===== src/rtl/pwr_seq_pkg.sv =====
package pwr_seq_pkg;

  typedef enum logic [1:0] {
    SEQ_INDEP     = 2'd0,
    SEQ_ONE_FIRST = 2'd1,
    SEQ_TWO_FIRST = 2'd2
  } seq_mode_e;

  localparam logic [1:0] STRAP_HIGH = 2'b01;
  localparam logic [1:0] STRAP_LOW  = 2'b10;

  function automatic seq_mode_e strap_to_mode(input logic [1:0] strap);
    case (strap)
      STRAP_HIGH: strap_to_mode = SEQ_TWO_FIRST;
      STRAP_LOW:  strap_to_mode = SEQ_ONE_FIRST;
      default:    strap_to_mode = SEQ_INDEP;
    endcase
  endfunction

endpackage


===== src/rtl/pwr_seq_sync.sv =====
module pwr_seq_sync #(
  parameter int W = 2,
  parameter int STAGES = 2,
  parameter logic [W-1:0] RST_VAL = '1
) (
  input  logic         clk,
  input  logic         rst_n,
  input  logic [W-1:0] d,
  output logic [W-1:0] q
);
  logic [W-1:0] chain [STAGES];

  always_ff @(posedge clk or negedge rst_n) begin
    if (!rst_n) begin
      for (int k = 0; k < STAGES; k++) chain[k] <= RST_VAL;
    end else begin
      chain[0] <= d;
      for (int k = 1; k < STAGES; k++) chain[k] <= chain[k-1];
    end
  end

  assign q = chain[STAGES-1];
endmodule


===== src/rtl/pwr_seq_mode.sv =====
module pwr_seq_mode
  import pwr_seq_pkg::*;
(
  input  logic       clk,
  input  logic       rst_n,
  input  logic       uvlo_ok,
  input  logic [1:0] strap,
  output seq_mode_e  mode,
  output logic       mode_vld
);
  always_ff @(posedge clk or negedge rst_n) begin
    if (!rst_n) begin
      mode     <= SEQ_INDEP;
      mode_vld <= 1'b0;
    end else if (!uvlo_ok) begin
      mode_vld <= 1'b0;
    end else if (!mode_vld) begin
      mode     <= strap_to_mode(strap);
      mode_vld <= 1'b1;
    end
  end
endmodule


===== src/rtl/pwr_seq_delay.sv =====
module pwr_seq_delay #(
  parameter int CYCLES = 80000
) (
  input  logic clk,
  input  logic rst_n,
  input  logic arm,
  input  logic pg,
  output logic done
);
  localparam int CW = $clog2(CYCLES + 1);
  localparam logic [CW-1:0] LAST = CW'(CYCLES - 1);

  logic [CW-1:0] cnt;

  always_ff @(posedge clk or negedge rst_n) begin
    if (!rst_n) begin
      cnt  <= '0;
      done <= 1'b0;
    end else if (!arm) begin
      cnt  <= '0;
      done <= 1'b0;
    end else if (!done) begin
      if (!pg) begin
        cnt <= '0;
      end else if (cnt == LAST) begin
        cnt  <= '0;
        done <= 1'b1;
      end else begin
        cnt <= cnt + 1'b1;
      end
    end
  end
endmodule


===== src/rtl/pwr_seq_top.sv =====
module pwr_seq_top
  import pwr_seq_pkg::*;
#(
  parameter int SEQ_DELAY_CYC = 80000,
  parameter int SYNC_STAGES = 2
) (
  input  logic       clk,
  input  logic       rst_n,
  input  logic       uvlo_ok,
  input  logic       en1_n,
  input  logic       en2_n,
  input  logic       reg_rdy,
  input  logic [1:0] mode_pin,
  input  logic [1:0] pgood,
  output logic       reg_en,
  output logic [1:0] start_pls,
  output logic [1:0] chan_off
);
  localparam int NCH = 2;

  logic [NCH-1:0] en_n_s;
  logic [NCH-1:0] en_req;
  logic [NCH-1:0] run_q;
  logic [NCH-1:0] run_nxt;
  seq_mode_e      mode_q;
  logic           mode_vld;
  logic           ready;
  logic           mst_idx;
  logic           dly_arm;
  logic           dly_done;

  pwr_seq_sync #(.W(NCH), .STAGES(SYNC_STAGES), .RST_VAL('1)) u_sync (
    .clk(clk), .rst_n(rst_n), .d({en2_n, en1_n}), .q(en_n_s)
  );
  assign en_req = ~en_n_s;

  pwr_seq_mode u_mode (
    .clk(clk), .rst_n(rst_n), .uvlo_ok(uvlo_ok), .strap(mode_pin),
    .mode(mode_q), .mode_vld(mode_vld)
  );

  assign ready   = uvlo_ok & reg_rdy & mode_vld;
  assign mst_idx = (mode_q == SEQ_TWO_FIRST);
  assign dly_arm = (mode_q != SEQ_INDEP) & run_q[mst_idx] & ready & en_req[mst_idx];

  pwr_seq_delay #(.CYCLES(SEQ_DELAY_CYC)) u_delay (
    .clk(clk), .rst_n(rst_n), .arm(dly_arm), .pg(pgood[mst_idx]), .done(dly_done)
  );

  always_comb begin
    run_nxt = '0;
    case (mode_q)
      SEQ_ONE_FIRST: begin
        run_nxt[0] = ready & en_req[0];
        run_nxt[1] = run_nxt[0] & run_q[0] & dly_done;
      end
      SEQ_TWO_FIRST: begin
        run_nxt[1] = ready & en_req[1];
        run_nxt[0] = run_nxt[1] & run_q[1] & dly_done;
      end
      default: run_nxt = {NCH{ready}} & en_req;
    endcase
  end

  always_ff @(posedge clk or negedge rst_n) begin
    if (!rst_n) reg_en <= 1'b0;
    else        reg_en <= uvlo_ok & (|en_req);
  end

  for (genvar c = 0; c < NCH; c++) begin : g_chan
    always_ff @(posedge clk or negedge rst_n) begin
      if (!rst_n) begin
        run_q[c]     <= 1'b0;
        start_pls[c] <= 1'b0;
      end else begin
        run_q[c]     <= run_nxt[c];
        start_pls[c] <= run_nxt[c] & ~run_q[c];
      end
    end
    assign chan_off[c] = ~run_q[c];
  end
endmodule


===== config.mk =====
export PLATFORM = sky130hd
export DESIGN_NAME = pwr_seq_top
export DESIGN_NICKNAME = d
export VERILOG_FILES = /design/src/rtl/pwr_seq_pkg.sv /design/src/rtl/pwr_seq_sync.sv /design/src/rtl/pwr_seq_mode.sv /design/src/rtl/pwr_seq_delay.sv /design/src/rtl/pwr_seq_top.sv
export SDC_FILE = /design/constraint.sdc
export NUM_CORES = 1
export LEC_CHECK = 0
export BUFFER_PORTS_ARGS = -buffer_cell sky130_fd_sc_hd__clkbuf_2
export CORE_MARGIN = 2
export CORE_UTILIZATION = 52
export CTS_CLUSTER_DIAMETER = 200
export DETAILED_ROUTE_END_ITERATION = 8
export PLACE_DENSITY = 0.77
export SLEW_MARGIN = 10
export SYNTH_ARGS = -nofsm -noshare
export SYNTH_HDL_FRONTEND = slang
export SYNTH_SLANG_ARGS = --single-unit
export TNS_END_PERCENT = 5

===== constraint.sdc =====
create_clock -name clk -period 2.06 [get_ports clk]
set_clock_uncertainty 0.15 [all_clocks]
set_input_delay 0.412 -clock clk [delete_from_list [all_inputs] [get_ports clk]]
set_output_delay 0.412 -clock clk [all_outputs]
set_load 0.05 [all_outputs]

==> results.md, run 1 <==
- Placed Cells: 213
- GP Congestion: 0.918
- Die area: 3500 sq um
- Net Switching: 0.281 mW
- Post-DP HPWL: 2.46 mm
- Yosys Warn Count: 0
- Area occupied by registers: 756 sq um
- Crit start category: flop
- Setup violations, final: 14
- Yosys cell types: 44
- DRC Markers: 0
- Busiest layer in global routing: met2
- Initial antenna violation count: 0
- Lkg Pwr: 0.891 nW
- Least-Margin Pin Slew: 0.738 ns
- CP Cell Sequence: or4b_4, nor4_4, a21oi_4, buf_4, a21o_2, a22o_1
- Worst-Skew Late Latency: 0.35 ns
- Gate count after technology mapping: 152
- Starting Density: 53.1%
- P per Cell Area: 566 nW/um^2
- Fmax: 461 MHz
- Setup WS post-layout: -0.108 ns
- Power share of the sequential group: 56.0%
- Syn avg cell area: 10.4 sq um
- Top-area cell type share of the netlist area: 41.1%
- PortBufs: 14
- ANT nets after route: 0
- 1st-pass router iterations: 4
- Net switching fraction of the power: 25.6%
- Routing usage on met3: 7.64%
- RSZ-0062 raised after global routing: yes
- Status: finished, violations left
- Min Tclk post-route: 2.17 ns
- GR Overflow Total: 0
- Row cnt: 20
- Fill cells: 231
- Slew headroom: 50.8%
- Ports: 15
- Die Wd: 59.2 microns
- Worst Setup End Kind: flop
- Ys async rst share: 100%
- Final Hold Vio Count: 0
- Max IR drop VDD: 0.425 mV
- CP peak stage delay: 0.55 ns
- Via Count: 1358
- CTS sink cnt: 30
- CTS root buffer: clkbuf_4
- Sequential share of the synthesized area: 47.8%
- Proportion of layout cells with a drive suffix above 1: 33.3%
- H-tree depth: 2
- Number of global-route vias before repair: 1419
- Clock power frac: 34.5%
- Antenna diodes: 0
- Synthesized area: 1580 sq um
- First-pass GRT wire length: 6.11 mm
- Max Cap Viol: 0
- Int Pwr: 0.815 mW
- Clock Pin Slew Worst Setup and Hold Paths: 0.11 ns
- Total power: 1.10 mW
- Setup_tns: -0.856 ns
- P&R area growth vs syn: 22.3%
- Logic gate share of total power: 9.5%
- Multi-input gate area: 820 sq um
- CTS tree: yes
- Die H: 59.2 microns
- Synth area leaders: dfrtp_1, dfstp_2, a22o_1
- Overall routing resource usage: 23.5%
- Min-delay worst type: in2reg
- Setup CP Type: reg2reg
- Largest net degree at the start of global routing: 31
- Ys flop type: dfrtp_1
- Syn_nets: 166
- Post-synth EDFFs: 0
- Area leader, netlist: dfrtp_1
- Nets: 205
- Final WL: 3.52 mm
- Violated checks: setup timing
- Period utilization: 105%
- Slowest CP cell: or4b_4
- Routed vias/inst: 6.04
- WP data arrival: 2.24 ns
- Most frequent cell after synthesis: dfrtp_1
- TritonCTS buffer count: 5
- Clock buffer depth: 2
- Post-route insts no fill: 225
- Slew Viols, Final: 0
- Initial DRC count: 53
- GR Util met1: 29.0%
- GRT met2 Usage: 37.9%
- Synth cell count leaders: dfrtp_1, nor2_1, o21ai_0
- Per-cell routed wire length: 15.6 microns
- Post-CTS Setup Bufs: 0
- Core ar.: 2980 sq um
- CP max FO: 5
- Pre-CTS setup slack: -0.0965 ns
- Critical Path RT: 2.13 ns
- Core Util, Final: 65.0%
- #FFs+latches synth: 30
==> path summary, 6_finish.rpt <==
| path | startpoint | end | slack, ns | cells past startpoint |
|---|---|---|---|---|
| worst min register to register | u_sync.chain[3] | u_sync.q[1] | 0.19 | 0 |
| worst max register to register | u_delay.cnt[7] | u_delay.cnt[16] | -0.11 | 6 |
| worst max-delay path | u_delay.cnt[7] | u_delay.cnt[16] | -0.11 | 6 |
| min in group asynchronous | rst_n | run_q[1] | 0.50 | 2 |
| max in group asynchronous | rst_n | u_mode.mode[1] | 0.76 | 2 |
| worst min-delay path | uvlo_ok | u_mode.mode_vld | 0.07 | 1 |
==> logic make-up (layout without fill, tap and decap cells) <==
| logic type | after synthesis | in the layout | share of synthesized area, % |
|---|---|---|---|
| buffers and inverters | 9 | 48 | 2.69 |
| and+or+nand+nor | 66 | 67 | 25.3 |
| muxes | 1 | 1 | 0.633 |
| AOI/OAI and AO/OA | 42 | 42 | 20.4 |
| adders and majority gates | 4 | 4 | 3.16 |
| DFF | 30 | 30 | 47.8 |
==> timing repair <==
action                     CTS  global route
setup endpoints to repair   15            17
hold buffers                 3             0
cloned                       1             0
hold endpoints to repair    28             0
gates resized for setup      6             2
pin swaps                    2             2
==> metal layers <==
layer  part of all wire, %  wire [microns]  vias to the layer above
li1                      -               -                      634
met1                    41            1460                      676
met2                    52            1820                       45
met3                   5.9             206                        3
met4                   1.1              37                        0
met5                     0               0                        -
==> registers in the layout (all words and copies together), names as in the netlist <==
register,flops
reg_en,1
run_q,2
start_pls,2
u_delay.cnt,17
u_delay.done,1
u_mode.mode,2
u_mode.mode_vld,1
u_sync.chain,2
u_sync.q,2
==> critical path, delay by kind of cell (launching register included) <==
kind / cells / cell delay (ns)
buffers and inverters: 1 / 0.17
DFF: 1 / 0.40
AOI/OAI and AO/OA: 3 / 0.50
and+or+nand+nor: 2 / 0.82
==> power groups by stage <==
stage,Clock (mW),Sequential [mW],Combinational [mW]
floorplan,0,0.632,0.0459
global placement,0,0.624,0.0963
detailed placement,0,0.625,0.0998
CTS,0.382,0.613,0.105
global route,0.413,0.615,0.116
finish,0.378,0.613,0.104
==> layout by cell type, fill, tap and decap left out, drive strengths merged, types with 5 or more instances in the layout <==
| cell | instances |
|---|---|
| dfrtp | 26 |
| a22o | 8 |
| nor2 | 15 |
| o21ai | 14 |
| nand2 | 11 |
| nand3 | 11 |
| clkbuf | 20 |
| nand3b | 5 |
| inv | 7 |
| nor3 | 5 |
| a21o | 6 |
| buf | 16 |
==> through the flow <==
| stage | area, sq um | hold slack, ns |
|---|---|---|
| finish | 1930 | 0.0670 |
| global route | 1930 | 0.0617 |
| floorplan | 1590 | -0.0336 |
| CTS | 1930 | 0.0646 |
| global placement | 1810 | 0.197 |
| detailed placement | 1810 | 0.198 |
==> final cells by class <==
type,instances,share of cell area (%)
Multi-Input combinational cell,114,42.4
Sequential cell,30,39.1
Timing Repair Buffer,33,11.8
Clock buffer,6,2.65
Tap cell,33,2.13
Inverter,7,1.36
Clock inverter,2,0.647
No activity file was read; power rests on OpenSTA's default activity.
==> run 2, diff against run 1 <==
--- a/config.mk
+++ b/config.mk
@@ -7,10 +7,11 @@
 export LEC_CHECK = 0
 export BUFFER_PORTS_ARGS = -buffer_cell sky130_fd_sc_hd__clkbuf_2
 export CORE_MARGIN = 2
-export CORE_UTILIZATION = 52
+export CORE_UTILIZATION = 50
 export CTS_CLUSTER_DIAMETER = 200
 export DETAILED_ROUTE_END_ITERATION = 8
-export PLACE_DENSITY = 0.77
+export PLACE_DENSITY = 0.75
+export RECOVER_POWER = 50
 export SLEW_MARGIN = 10
 export SYNTH_ARGS = -nofsm -noshare
 export SYNTH_HDL_FRONTEND = slang
==> run 2 against run 1 <==
  * The flow still finishes with violations (setup timing)
  * Sequential share of layout area fell by 1.2 points
  * Register-to-register slack barely moved
  * Cell count rose by 7.1%
  * Combinational power barely moved
  * Routed wire length fell by 3.3%
  * Flip-flop and latch count did not move
==> results.md, run 2 (synthesized netlist as in run 1, its figures left out) <==
- Via Count: 1313 (-3.3%)
- Reg with most FFs: u_delay.cnt
- Nets: 210 (+2.4%)
- Proportion of layout cells with a drive suffix above 1: 34.5% (+1.2 points)
- CP max FO: 6 (+1)
- Clock Pin Slew Worst Setup and Hold Paths: 0.10 ns (about the same)
- CP peak stage delay: 0.56 ns (about the same)
- WP data arrival: 2.26 ns (+0.02 ns)
- Area occupied by registers: 756 sq um (unchanged)
- Largest net degree at the start of global routing: 31 (unchanged)
- Setup WS post-layout: -0.113 ns (-0.00516 ns)
- Max Cap Viol: 0 (unchanged)
- GR Overflow Total: 0 (unchanged)
- Power share of the sequential group: 53.3% (-2.7 points)
- PortBufs: 14 (unchanged)
- P&R area growth vs syn: 26.3%
- Placed Cells: 228 (+7.0%)
- Period utilization: 105% (+0.25 points)
- Initial antenna violation count: 0 (unchanged)
- Fmax: 460 MHz (-0.24%)
- Per-cell routed wire length: 14.1 microns (-9.7%)
- Max FFs per register: 17 (unchanged)
- H-tree depth: 2 (unchanged)
- RSZ-0062 raised after global routing: yes
- Row cnt: 20 (unchanged)
- Min-delay worst type: in2reg
- Clock buffer depth: 2 (unchanged)
- Logic gate share of total power: 9.0% (-0.5 points)
- Cell area after layout: 2000 sq um (+3.3%)
- Final Hold Vio Count: 0 (unchanged)
- Max IR drop VDD: 0.508 mV (+20%)
- Post-DP HPWL: 2.49 mm (+1.1%)
- Die area: 3630 sq um (+3.7%)
- Net switching fraction of the power: 23.1% (-2.5 points)
- Routed vias/inst: 5.45 (-9.7%)
- Die Wd: 60.2 microns (+1.8%)
- CP Cell Sequence: or4b_4, nor4_4, a21oi_2, buf_4, a21o_2, a22o_1
- DRC Markers: 0 (unchanged)
- Net Switching: 0.266 mW (-5.3%)
- Setup CP Type: reg2reg
- Lkg Pwr: 0.921 nW (+3.5%)
- CTS tree: yes
- Slowest CP cell: or4b_4
- Core ar.: 3030 sq um (+1.7%)
- First-pass GRT wire length: 5.87 mm (-4.1%)
- CTS root buffer: clkbuf_4
- Most common cell after layout, fill and taps aside: dfrtp_1
- CTS sink cnt: 30 (unchanged)
- Overall routing resource usage: 22.0% (-1.5 points)
- Number of global-route vias before repair: 1254 (-12%)
- GP Congestion: 0.813 (-12%)
- Fill cells: 252 (+9.1%)
- 1st-pass router iterations: 6 (+2)
- Starting Density: 52.2% (-0.88 points)
- Slew headroom: 49.8% (-1.0 points)
- Crit start category: flop
- P per Cell Area: 576 nW/um^2 (+1.7%)
- Slew Viols, Final: 0 (unchanged)
- Die H: 60.2 microns (+1.8%)
- Multi-input gate area: 818 sq um (-0.15%)
- Critical Path RT: 2.14 ns (about the same)
- Int Pwr: 0.885 mW (+8.6%)
- Least-Margin Pin Slew: 0.753 ns (+0.0153 ns)
- Worst-Skew Late Latency: 0.33 ns (-0.02 ns)
- Most frequent cells in the layout: dfrtp_1, buf_4, nor2_1, clkbuf_2, o21ai_0
- ANT nets after route: 0 (unchanged)
- Min Tclk post-route: 2.17 ns (+0.00516 ns)
- Worst Setup End Kind: flop
- Hold path depth: 1 (unchanged)
- Post-route insts no fill: 241 (+7.1%)
- TritonCTS buffer count: 5 (unchanged)
- Setup violations, final: 14 (unchanged)
- Ports: 15 (unchanged)
- Post-place instance area: 1850 sq um (+2.4%)
- Initial DRC count: 68 (+28%)
- Final WL: 3.40 mm (-3.3%)
- Status: finished, violations left
- Clock power frac: 37.7% (+3.2 points)
- R2R cell count: 6 (unchanged)
- Violated checks: setup timing
- Antenna diodes: 0 (unchanged)
## run 2: timing repair
item,in CTS,in global routing
hold endpoints to repair,3,0
setup buffers,1,0
cloned,1,0
hold buffers,3,0
gates resized for setup,3,3
endpoints found under the setup margin,16,17
pin swaps,2,2
## run 2: through the flow
stage / setup TNS, ns / hold WS (ns) / setup slack, ns / power [mW] / utilization, %
finish: -0.725 / 0.0998 / -0.113 / 1.15 / 66.0
global route: -1.99 / 0.0962 / -0.171 / 1.19 / 66.0
CTS: -1.07 / 0.0744 / -0.0944 / 1.17 / 65.5
detailed placement: -1.41 / 0.198 / -0.128 / 0.723 / 61.2
global placement: -0.286 / 0.196 / -0.0383 / 0.717 / 61.2
floorplan: -0.0465 / -0.0336 / -0.0232 / 0.678 / -
## run 2: critical path: cells and delay by family (launching register included)
| family | cells | cell delay, ns |
|---|---|---|
| AOI/OAI and AO/OA | 3 | 0.53 |
| and+or+nand+nor | 2 | 0.82 |
| buffers and inverters | 1 | 0.18 |
| DFF | 1 | 0.40 |
## run 2: worst paths after layout
| kind | slack [ns] | to | from |
|---|---|---|---|
| worst min-delay path | 0.1 | u_mode.mode_vld | uvlo_ok |
| worst max-delay path | -0.11 | u_delay.cnt[16] | u_delay.cnt[7] |
| min in group asynchronous | 0.52 | u_delay.cnt[4] | rst_n |
| worst min register to register | 0.21 | u_sync.q[1] | u_sync.chain[3] |
| worst max register to register | -0.11 | u_delay.cnt[16] | u_delay.cnt[7] |
| max in group asynchronous | 0.76 | u_mode.mode[1] | rst_n |
## run 2: routing by layer
layer | wire length (microns) | vias to the layer above | GRT usage [%]
li1 | - | 647 | -
met5 | 0 | - | 0
met1 | 1630 | 642 | 31.2
met4 | 26 | 0 | 4.76
met3 | 140 | 2 | 6.49
met2 | 1610 | 22 | 33.1
## run 2: layout make-up
class | instances | area share [%]
inverters | 7 | 1.31
multi-input cells | 114 | 41.0
well taps | 44 | 2.76
clock buffers | 8 | 3.94
flip-flops and latches | 30 | 37.8
repair buffers | 38 | 13.2
## run 2: power groups by stage
stage | Combinational, mW | Clock, mW | Sequential (mW)
CTS | 0.106 | 0.446 | 0.613
global placement | 0.0930 | 0 | 0.624
floorplan | 0.0459 | 0 | 0.632
finish | 0.104 | 0.434 | 0.613
detailed placement | 0.0974 | 0 | 0.625
global route | 0.115 | 0.460 | 0.615
